--- src/rtl/scope_trig_gen_pkg.sv ---
package scope_trig_gen_pkg;

  typedef enum logic [1:0] {
    ST_IDLE,
    ST_DELAY,
    ST_PULSE,
    ST_WINDOW
  } trigState_t;

  typedef struct packed {
    logic startOp;    // capture configuration and preload counter
    logic loadLen;    // reload counter with captured width
    logic countDown;  // decrement counter
    logic levelOn;    // internal trigger level
  } trigCtrl_t;

  localparam int MODE_WINDOW_BIT = 0;
  localparam int MODE_CLKGATE_BIT = 1;

endpackage

--- src/rtl/scope_trig_gen_dp.sv ---
module scope_trig_gen_dp
  import scope_trig_gen_pkg::*;
#(
  parameter int CNT_W = 16
) (
  input  logic             clk,
  input  logic             rst,
  input  logic             inReady,
  input  logic [1:0]       mode,
  input  logic [CNT_W-1:0] waitCycles,
  input  logic [CNT_W-1:0] lengthCycles,
  input  trigCtrl_t        ctrlBus,
  output logic             startSeen,
  output logic             reqWindow,
  output logic             reqNoWait,
  output logic             cntLast,
  output logic [1:0]       curMode,
  output logic             trigOut
);

  localparam logic [CNT_W-1:0] CNT_ONE = {{(CNT_W-1){1'b0}}, 1'b1};

  logic             readyQ;
  logic [1:0]       modeQ;
  logic [CNT_W-1:0] lenQ;
  logic [CNT_W-1:0] cnt;
  logic [CNT_W-1:0] lenEff;

  always_ff @(posedge clk) begin
    if (rst) readyQ <= 1'b0;
    else     readyQ <= inReady;
  end

  assign startSeen = readyQ & ~inReady;
  assign reqWindow = mode[MODE_WINDOW_BIT];
  assign reqNoWait = (waitCycles == '0);
  assign lenEff    = (lengthCycles == '0) ? CNT_ONE : lengthCycles;

  always_ff @(posedge clk) begin
    if (rst) begin
      modeQ <= '0;
      lenQ  <= CNT_ONE;
      cnt   <= '0;
    end else if (ctrlBus.startOp) begin
      modeQ <= mode;
      lenQ  <= lenEff;
      cnt   <= reqNoWait ? lenEff : waitCycles;
    end else if (ctrlBus.loadLen) begin
      cnt <= lenQ;
    end else if (ctrlBus.countDown) begin
      cnt <= cnt - CNT_ONE;
    end
  end

  assign cntLast = (cnt == CNT_ONE);
  assign curMode = modeQ;
  assign trigOut = ctrlBus.levelOn & (modeQ[MODE_CLKGATE_BIT] ? clk : 1'b1);

endmodule

--- src/rtl/scope_trig_gen_ctrl.sv ---
module scope_trig_gen_ctrl
  import scope_trig_gen_pkg::*;
(
  input  logic      clk,
  input  logic      rst,
  input  logic      startSeen,
  input  logic      reqWindow,
  input  logic      reqNoWait,
  input  logic      cntLast,
  input  logic      outValid,
  output trigCtrl_t ctrlBus
);

  trigState_t state;
  trigState_t stateNext;

  always_ff @(posedge clk) begin
    if (rst) state <= ST_IDLE;
    else     state <= stateNext;
  end

  always_comb begin
    stateNext = state;
    ctrlBus   = '0;
    unique case (state)
      ST_IDLE: begin
        if (startSeen) begin
          ctrlBus.startOp = 1'b1;
          if (reqWindow)      stateNext = ST_WINDOW;
          else if (reqNoWait) stateNext = ST_PULSE;
          else                stateNext = ST_DELAY;
        end
      end
      ST_DELAY: begin
        if (cntLast) begin
          ctrlBus.loadLen = 1'b1;
          stateNext       = ST_PULSE;
        end else begin
          ctrlBus.countDown = 1'b1;
        end
      end
      ST_PULSE: begin
        ctrlBus.levelOn   = 1'b1;
        ctrlBus.countDown = 1'b1;
        if (cntLast) stateNext = ST_IDLE;
      end
      ST_WINDOW: begin
        ctrlBus.levelOn = 1'b1;
        if (outValid) stateNext = ST_IDLE;
      end
      default: stateNext = ST_IDLE;
    endcase
  end

endmodule

--- src/rtl/scope_trig_gen.sv ---
module scope_trig_gen
  import scope_trig_gen_pkg::*;
#(
  parameter int CNT_W = 16
) (
  input  logic             clk,
  input  logic             rst,
  input  logic             inReady,
  input  logic             outValid,
  input  logic [1:0]       mode,
  input  logic [CNT_W-1:0] waitCycles,
  input  logic [CNT_W-1:0] lengthCycles,
  output logic             trigOut
);

  trigCtrl_t  ctrlBus;
  logic       startSeen;
  logic       reqWindow;
  logic       reqNoWait;
  logic       cntLast;
  logic [1:0] curMode;
  logic       trigLevel;

  scope_trig_gen_ctrl ctrl_i (
    .clk       (clk),
    .rst       (rst),
    .startSeen (startSeen),
    .reqWindow (reqWindow),
    .reqNoWait (reqNoWait),
    .cntLast   (cntLast),
    .outValid  (outValid),
    .ctrlBus   (ctrlBus)
  );

  scope_trig_gen_dp #(.CNT_W(CNT_W)) dp_i (
    .clk          (clk),
    .rst          (rst),
    .inReady      (inReady),
    .mode         (mode),
    .waitCycles   (waitCycles),
    .lengthCycles (lengthCycles),
    .ctrlBus      (ctrlBus),
    .startSeen    (startSeen),
    .reqWindow    (reqWindow),
    .reqNoWait    (reqNoWait),
    .cntLast      (cntLast),
    .curMode      (curMode),
    .trigOut      (trigOut)
  );

  assign trigLevel = ctrlBus.levelOn;

endmodule

--- config.mk ---
export PLATFORM = sky130hd
export DESIGN_NAME = scope_trig_gen
export DESIGN_NICKNAME = d
export VERILOG_FILES = /design/src/rtl/scope_trig_gen_pkg.sv /design/src/rtl/scope_trig_gen_dp.sv /design/src/rtl/scope_trig_gen_ctrl.sv /design/src/rtl/scope_trig_gen.sv
export SDC_FILE = /design/constraint.sdc
export NUM_CORES = 1
export LEC_CHECK = 0
export ABC_AREA = 0
export BUFFER_PORTS_ARGS = -buffer_cell sky130_fd_sc_hd__buf_2
export CELL_PAD_IN_SITES_DETAIL_PLACEMENT = 1
export CELL_PAD_IN_SITES_GLOBAL_PLACEMENT = 2
export CORE_MARGIN = 4
export CORE_UTILIZATION = 30
export CTS_CLUSTER_DIAMETER = 40
export CTS_CLUSTER_SIZE = 28
export DETAILED_ROUTE_END_ITERATION = 8
export PLACE_DENSITY = 0.72
export SYNTH_ARGS = -nofsm -noshare
export SYNTH_HDL_FRONTEND = slang
export SYNTH_HIERARCHICAL = 1
export SYNTH_SLANG_ARGS = --single-unit
--- constraint.sdc ---
create_clock -name clk -period 7.5 [get_ports clk]
set_input_delay 0.75 -clock clk [delete_from_list [all_inputs] [get_ports clk]]
set_output_delay 0.75 -clock clk [all_outputs]
set_load 0.01 [all_outputs]
==> summary.txt, run 1 <==
Cells and area
  – NumNets Final: 346
  – Layout area overhead: 14.3%
  – Most frequent cells in the layout: nor2_1 (46), buf_2 (38), dfxtp_1 (36), mux2i_1 (18), a21oi_1 (14)
  – Number of diodes: 0
  – Most common cell after layout, fill and taps aside: nor2_1
  – Cell area after layout: 0.00260 mm^2
  – Share of cells above drive strength 1: 0.203

CTS
  – Post-CTS Hold Fix Bufs: 0
  – TritonCTS clock tree: done
  – TritonCTS Buffers: 5
  – # Post-CTS Setup Buffers: 0
  – Maximum clock path buffer count: 2
  – Post-cts repair resize count: 0
  – CTS root buf: clkbuf_8
  – Htree depth: 2
  – Clock-pin slew on the worst setup and hold paths: 0.07 ns
  – Skew-Pair Late Insertion Delay: 0.29 ns

Detailed routing
  – Avg WL per Cell: 17.0 um
  – Post-DRT Antenna Nets: 0
  – Total wire length: 6780 um
  – Iteration count of the initial detailed-routing pass: 4
  – Vias: 2053
  – DRT iter0 DRCs: 59
  – DRC: 0
  – Avg Vias per Cell: 5.13

Worst setup path
  – Buf/Inv on CP: 4
  – Setup crit end kind: output port
  – CP delay by family, top: buffers and inverters
  – Critical path fanouts, max: 10
  – Crit path largest cell delay: 0.16 ns
  – Worst EP required: 6.75 ns
  – Setup crit start kind: clock port
  – Reg-to-reg setup timing slack: 4.22 ns
  – Most used cell, CP: clkbuf_8
  – Worst EP arrival: 4.30 ns
  – Kind of critical path: clock port to output port
  – Slowest-stage cell, CP: clkbuf_8
  – Critical path cell sequence: clkbuf_8 -> clkbuf_8 -> inv_1 -> a21boi_0 -> buf_2

Timing
  – Worst Tran Pin Value: 0.756 ns
  – Hold Violations, Final: 0
  – PnR worst setup slack: 2.45 ns
  – Setup TNS: 0 ns
  – Final max-slew violation count: 0
  – RSZ-0062 raised after global routing: no
  – Setup Viol. Count Final: 0
  – Final Skew: 0.00858 ns
  – Worst relative slew slack: 0.496

Run status
  – Outcome: finished clean

Floorplan
  – Row count: 31
  – Die height: 95.0 um
  – Core Footprint: 0.00729 mm^2
  – Initial Util: 0.312
  – Area of the die: 0.00903 mm^2
  – Die X: 95.0 um
  – Io pins: 39

Global routing
  – GRT overflow: 0
  – Vias in the first global route: 2186
  – First-pass GRT wire length: 11400 um
  – Initial antenna violation count: 0
  – Total Routing Usage GR: 0.164
  – Largest net degree at the start of global routing: 44

Placed design
  – GPL Wtd Cong: 0.776
  – Post-DP HPWL: 5050 um
  – Pre-CTS WS: 2.78 ns
  – # port buffers: 38
  – Cell Area, Placed: 0.00251 mm^2

Power
  – Pwr Density: 324 mW/mm^2
  – Peak supply drop: 0.0000932 V
  – LEAKAGE: 0.00101 uW
  – Total power: 843 uW

Job
  – MaxCap Viol Count: 0

Worst hold path
  – Worst Hold Class: flip-flop to flip-flop

Yosys
  – Syn avg cell area: 8.42 um^2
  – Synthesis Warnings: 6
  – Post-synthesis instance area: 0.00227 mm^2
  – Synth Net Count: 316
  – Post-synthesis cell count: 270
==> final cells by class <==
type / instances / area [um^2]
Multi-Input combinational cell: 208 / 1420
Clock buffer: 8 / 91.3
Sequential cell: 36 / 721
Clock inverter: 2 / 7.51
Tap cell: 99 / 124
Fill cell: 932 / 4690
Timing Repair Buffer: 39 / 200
Inverter: 8 / 30.0
==> worst register-to-register path, stage by stage (launching register included) <==
cell      delay (ns)
dfxtp_1         0.39
nor4_4          0.41
nand4_1         0.16
nor3_1          0.41
and2_1          0.53
inv_1           0.39
and3_1          0.35
a311o_1         0.33
a311oi_1        0.23
==> worst paths after layout <==
| check | start | end | cells past startpoint |
|---|---|---|---|
| max | clk | trigOut | 5 |
| min | dp_i/lenQ[13] | dp_i/lenQ[13] | 2 |
| max reg2reg | dp_i/cnt[3] | dp_i/cnt[10] | 8 |
| min reg2reg | dp_i/lenQ[13] | dp_i/lenQ[13] | 2 |
==> power breakdown <==
part | total (uW) | internal (uW) | switching (uW)
clock network | 153 | 77.2 | 76.0
logic | 406 | 177 | 229
registers | 284 | 232 | 52.0
total | 843 | 486 | 357
==> registers in the layout, indices dropped and copies added, names as in the netlist <==
name	count
dp_i/readyQ	1
dp_i/lenQ	16
dp_i/curMode	1
dp_i/cnt	16
ctrl_i/state	2
==> layer usage <==
| layer | part of all wire | up-vias | track usage |
|---|---|---|---|
| li1 | - | 1030 | - |
| met4 | 0.013 | 0 | 0.0493 |
| met3 | 0.035 | 6 | 0.0300 |
| met1 | 0.48 | 986 | 0.219 |
| met5 | 0 | - | 0 |
| met2 | 0.47 | 31 | 0.270 |
==> per-stage QoR <==
step                hold WS (ns)  std cells   util
floorplan                  0.434        270      -
global placement           0.463        392  0.344
detailed placement         0.458        392  0.344
CTS                        0.476        400  0.356
global route               0.498        400  0.356
finish                     0.471        400  0.356
No activity file was read; power rests on OpenSTA's default activity.
==> inputs of run 2 (changes only) <==
--- a/config.mk
+++ b/config.mk
@@ -5,7 +5,7 @@
 export SDC_FILE = /design/constraint.sdc
 export NUM_CORES = 1
 export LEC_CHECK = 0
-export ABC_AREA = 0
+export ABC_AREA = 1
 export BUFFER_PORTS_ARGS = -buffer_cell sky130_fd_sc_hd__buf_2
 export CELL_PAD_IN_SITES_DETAIL_PLACEMENT = 1
 export CELL_PAD_IN_SITES_GLOBAL_PLACEMENT = 2
@@ -14,7 +14,7 @@
 export CTS_CLUSTER_DIAMETER = 40
 export CTS_CLUSTER_SIZE = 28
 export DETAILED_ROUTE_END_ITERATION = 8
-export PLACE_DENSITY = 0.72
+export PLACE_DENSITY = 0.79
 export SYNTH_ARGS = -nofsm -noshare
 export SYNTH_HDL_FRONTEND = slang
 export SYNTH_HIERARCHICAL = 1
==> constraint.sdc (replaced) <==
create_clock -name clk -period 4.8 [get_ports clk]
set_input_delay 0.48 -clock clk [delete_from_list [all_inputs] [get_ports clk]]
set_output_delay 0.48 -clock clk [all_outputs]
set_load 0.01 [all_outputs]
==> run 2 against run 1 <==
  * Worst setup slack lost 1.1 ns
  * Critical path depth stayed put
  * Clock power is 91% higher
  * Cell count grew 39%
  * Via count up 30%
  * Highest routed layer unchanged
  * Largest power group unchanged
  * Global-route usage up 1.3 points
  * Critical endpoint unchanged
  * Register-to-register slack worse by 2.2 ns
  * Area after synthesis rose by 12%
  * First-iteration DRC count increased by 83%
==> summary.txt, run 2 <==
Run status
  – Outcome: finished clean

Worst setup path
  – Setup crit start kind: clock port
  – Critical path fanouts, max: 9 (-1)
  – Setup crit end kind: output port
  – Worst EP required: 4.32 ns (-2.43 ns)
  – Worst EP arrival: 2.94 ns (-1.36 ns)
  – Kind of critical path: clock port to output port
  – R2R depth: 13 (+5)

Detailed routing
  – Met1 Wirelength: 4130 um (+26%)
  – DRT iter0 DRCs: 108 (+83%)
  – Vias: 2670 (+30%)
  – Avg Vias per Cell: 4.80 (-6.4%)
  – Avg WL per Cell: 14.9 um (-12%)
  – Top Layer Used: met4
  – WL met3: 238 um (-0.83%)
  – Total wire length: 8300 um (+22%)
  – Iteration count of the initial detailed-routing pass: 4 (unchanged)
  – Post-DRT Antenna Nets: 0 (unchanged)
  – DRC: 0 (unchanged)
  – Metal2 WL: 3870 um (+22%)

Cells and area
  – Final std cells w/o fill: 556 (+39%)
  – Most frequent cells in the layout: nand2_1 (102), inv_1 (49), nor2_1 (47), a21oi_1 (43), buf_2 (38)
  – Layout area overhead: 14.1%
  – Most common cell after layout, fill and taps aside: nand2_1
  – Fillers: 1137 (+22%)
  – Utilization after layout: 0.352 (-0.00400)
  – FF+latch area: 721 um^2 (unchanged)
  – NumNets Final: 496 (+43%)
  – Multi-input gate area: 0.00150 mm^2 (+5.1%)
  – Number of diodes: 0 (unchanged)
  – Biggest regs: dp_i/cnt x16, dp_i/lenQ x16, ctrl_i/state x2
  – Share of cells above drive strength 1: 0.191 (-0.0120)

Worst hold path
  – Worst hold stages: 3 (+1)
  – Worst Hold Class: input pin to flip-flop

Global routing
  – Total Routing Usage GR: 0.177 (+0.0126)
  – Largest net degree at the start of global routing: 42 (-4.5%)
  – Initial antenna violation count: 0 (unchanged)
  – First-pass GRT wire length: 14000 um (+22%)
  – GRT overflow: 0 (unchanged)
  – Vias in the first global route: 2815 (+29%)

Yosys
  – Post-synthesis cell count: 420 (+56%)
  – Synthesis Warnings: 6 (unchanged)
  – Syn avg cell area: 6.04 um^2 (-28%)
  – Synth Net Count: 466 (+47%)
  – Post-synthesis instance area: 0.00254 mm^2 (+12%)

CTS
  – TritonCTS Buffers: 5 (unchanged)
  – TritonCTS clock tree: done
  – Maximum clock path buffer count: 2 (unchanged)
  – Clock-pin slew on the worst setup and hold paths: 0.09 ns (+0.02 ns)
  – Skew-Pair Late Insertion Delay: 0.29 ns (about the same)
  – # Post-CTS Setup Buffers: 0 (unchanged)
  – CTS root buf: clkbuf_8
  – Post-CTS Hold Fix Bufs: 0 (unchanged)
  – Htree depth: 2 (unchanged)
  – Post-cts repair resize count: 0 (unchanged)

Floorplan
  – Core Footprint: 0.00822 mm^2 (+13%)
  – Io pins: 39 (unchanged)
  – Initial Util: 0.309 (-0.00293)
  – Area of the die: 0.00999 mm^2 (+11%)
  – Die height: 99.9 um (+5.2%)
  – Row count: 33 (+6.5%)
  – Die X: 99.9 um (+5.2%)

Power
  – Total power: 1770 uW (+110%)
  – LEAKAGE: 0.00141 uW (+39%)
  – Pwr Density: 611 mW/mm^2 (+88%)
  – Peak supply drop: 0.000217 V (+130%)

Job
  – MaxCap Viol Count: 0 (unchanged)

Placed design
  – Cells after DPL: 548 (+40%)
  – # port buffers: 38 (unchanged)
  – GPL Wtd Cong: 0.821 (+5.8%)
  – Post-DP HPWL: 6590 um (+31%)
  – Pre-CTS WS: 1.71 ns (-1.08 ns)

Timing
  – Worst relative slew slack: 0.710 (+0.214)
  – RSZ-0062 raised after global routing: no
  – Setup TNS: 0 ns (unchanged)
  – Worst Tran Pin Value: 0.431 ns (-0.325 ns)
  – Final Skew: 0.0118 ns (+0.00326 ns)
  – Final max-slew violation count: 0 (unchanged)
  – PnR worst setup slack: 1.38 ns (-1.07 ns)
  – Setup Viol. Count Final: 0 (unchanged)
  – Hold Violations, Final: 0 (unchanged)
-- run 2: worst max-delay path, stage by stage --
cell,delay [ns]
clkbuf_8,0.13
clkbuf_8,0.16
inv_1,0.05
a21boi_0,0.06
buf_2,0.14
-- run 2: path summary, 6_finish.rpt --
| path | start | end | slack (ns) |
|---|---|---|---|
| max reg2reg | ctrl_i/state[0] | dp_i/cnt[11] | 2.07 |
| min | inReady | dp_i/readyQ | 0.39 |
| min reg2reg | dp_i/lenQ[4] | dp_i/lenQ[4] | 0.48 |
| max | clk | trigOut | 1.38 |
-- run 2: area by class of cell --
type	instances	share of cell area
well taps	105	0.0454
clock inverters	4	0.0173
flip-flops and latches	36	0.249
repair buffers	38	0.0666
clock buffers	6	0.0255
multi-input cells	306	0.517
inverters	61	0.0791
-- run 2: power by group --
part	switching [uW]	internal (uW)	total [uW]
Sequential	83.5	375	459
Combinational	671	345	1020
Clock	131	161	292
Total	885	882	1770
-- run 2: through the flow --
step	instance area, um^2	hold WS [ns]
finish	2890	0.392
global placement	2780	0.463
floorplan	2540	0.437
global route	2890	0.410
detailed placement	2780	0.467
CTS	2890	0.383
-- run 2: per-layer routing --
layer / track usage / vias to the layer above
met3: 0.0264 / 4
met2: 0.284 / 34
li1: - / 1389
met1: 0.249 / 1243
met5: 0 / -
met4: 0.0431 / 0
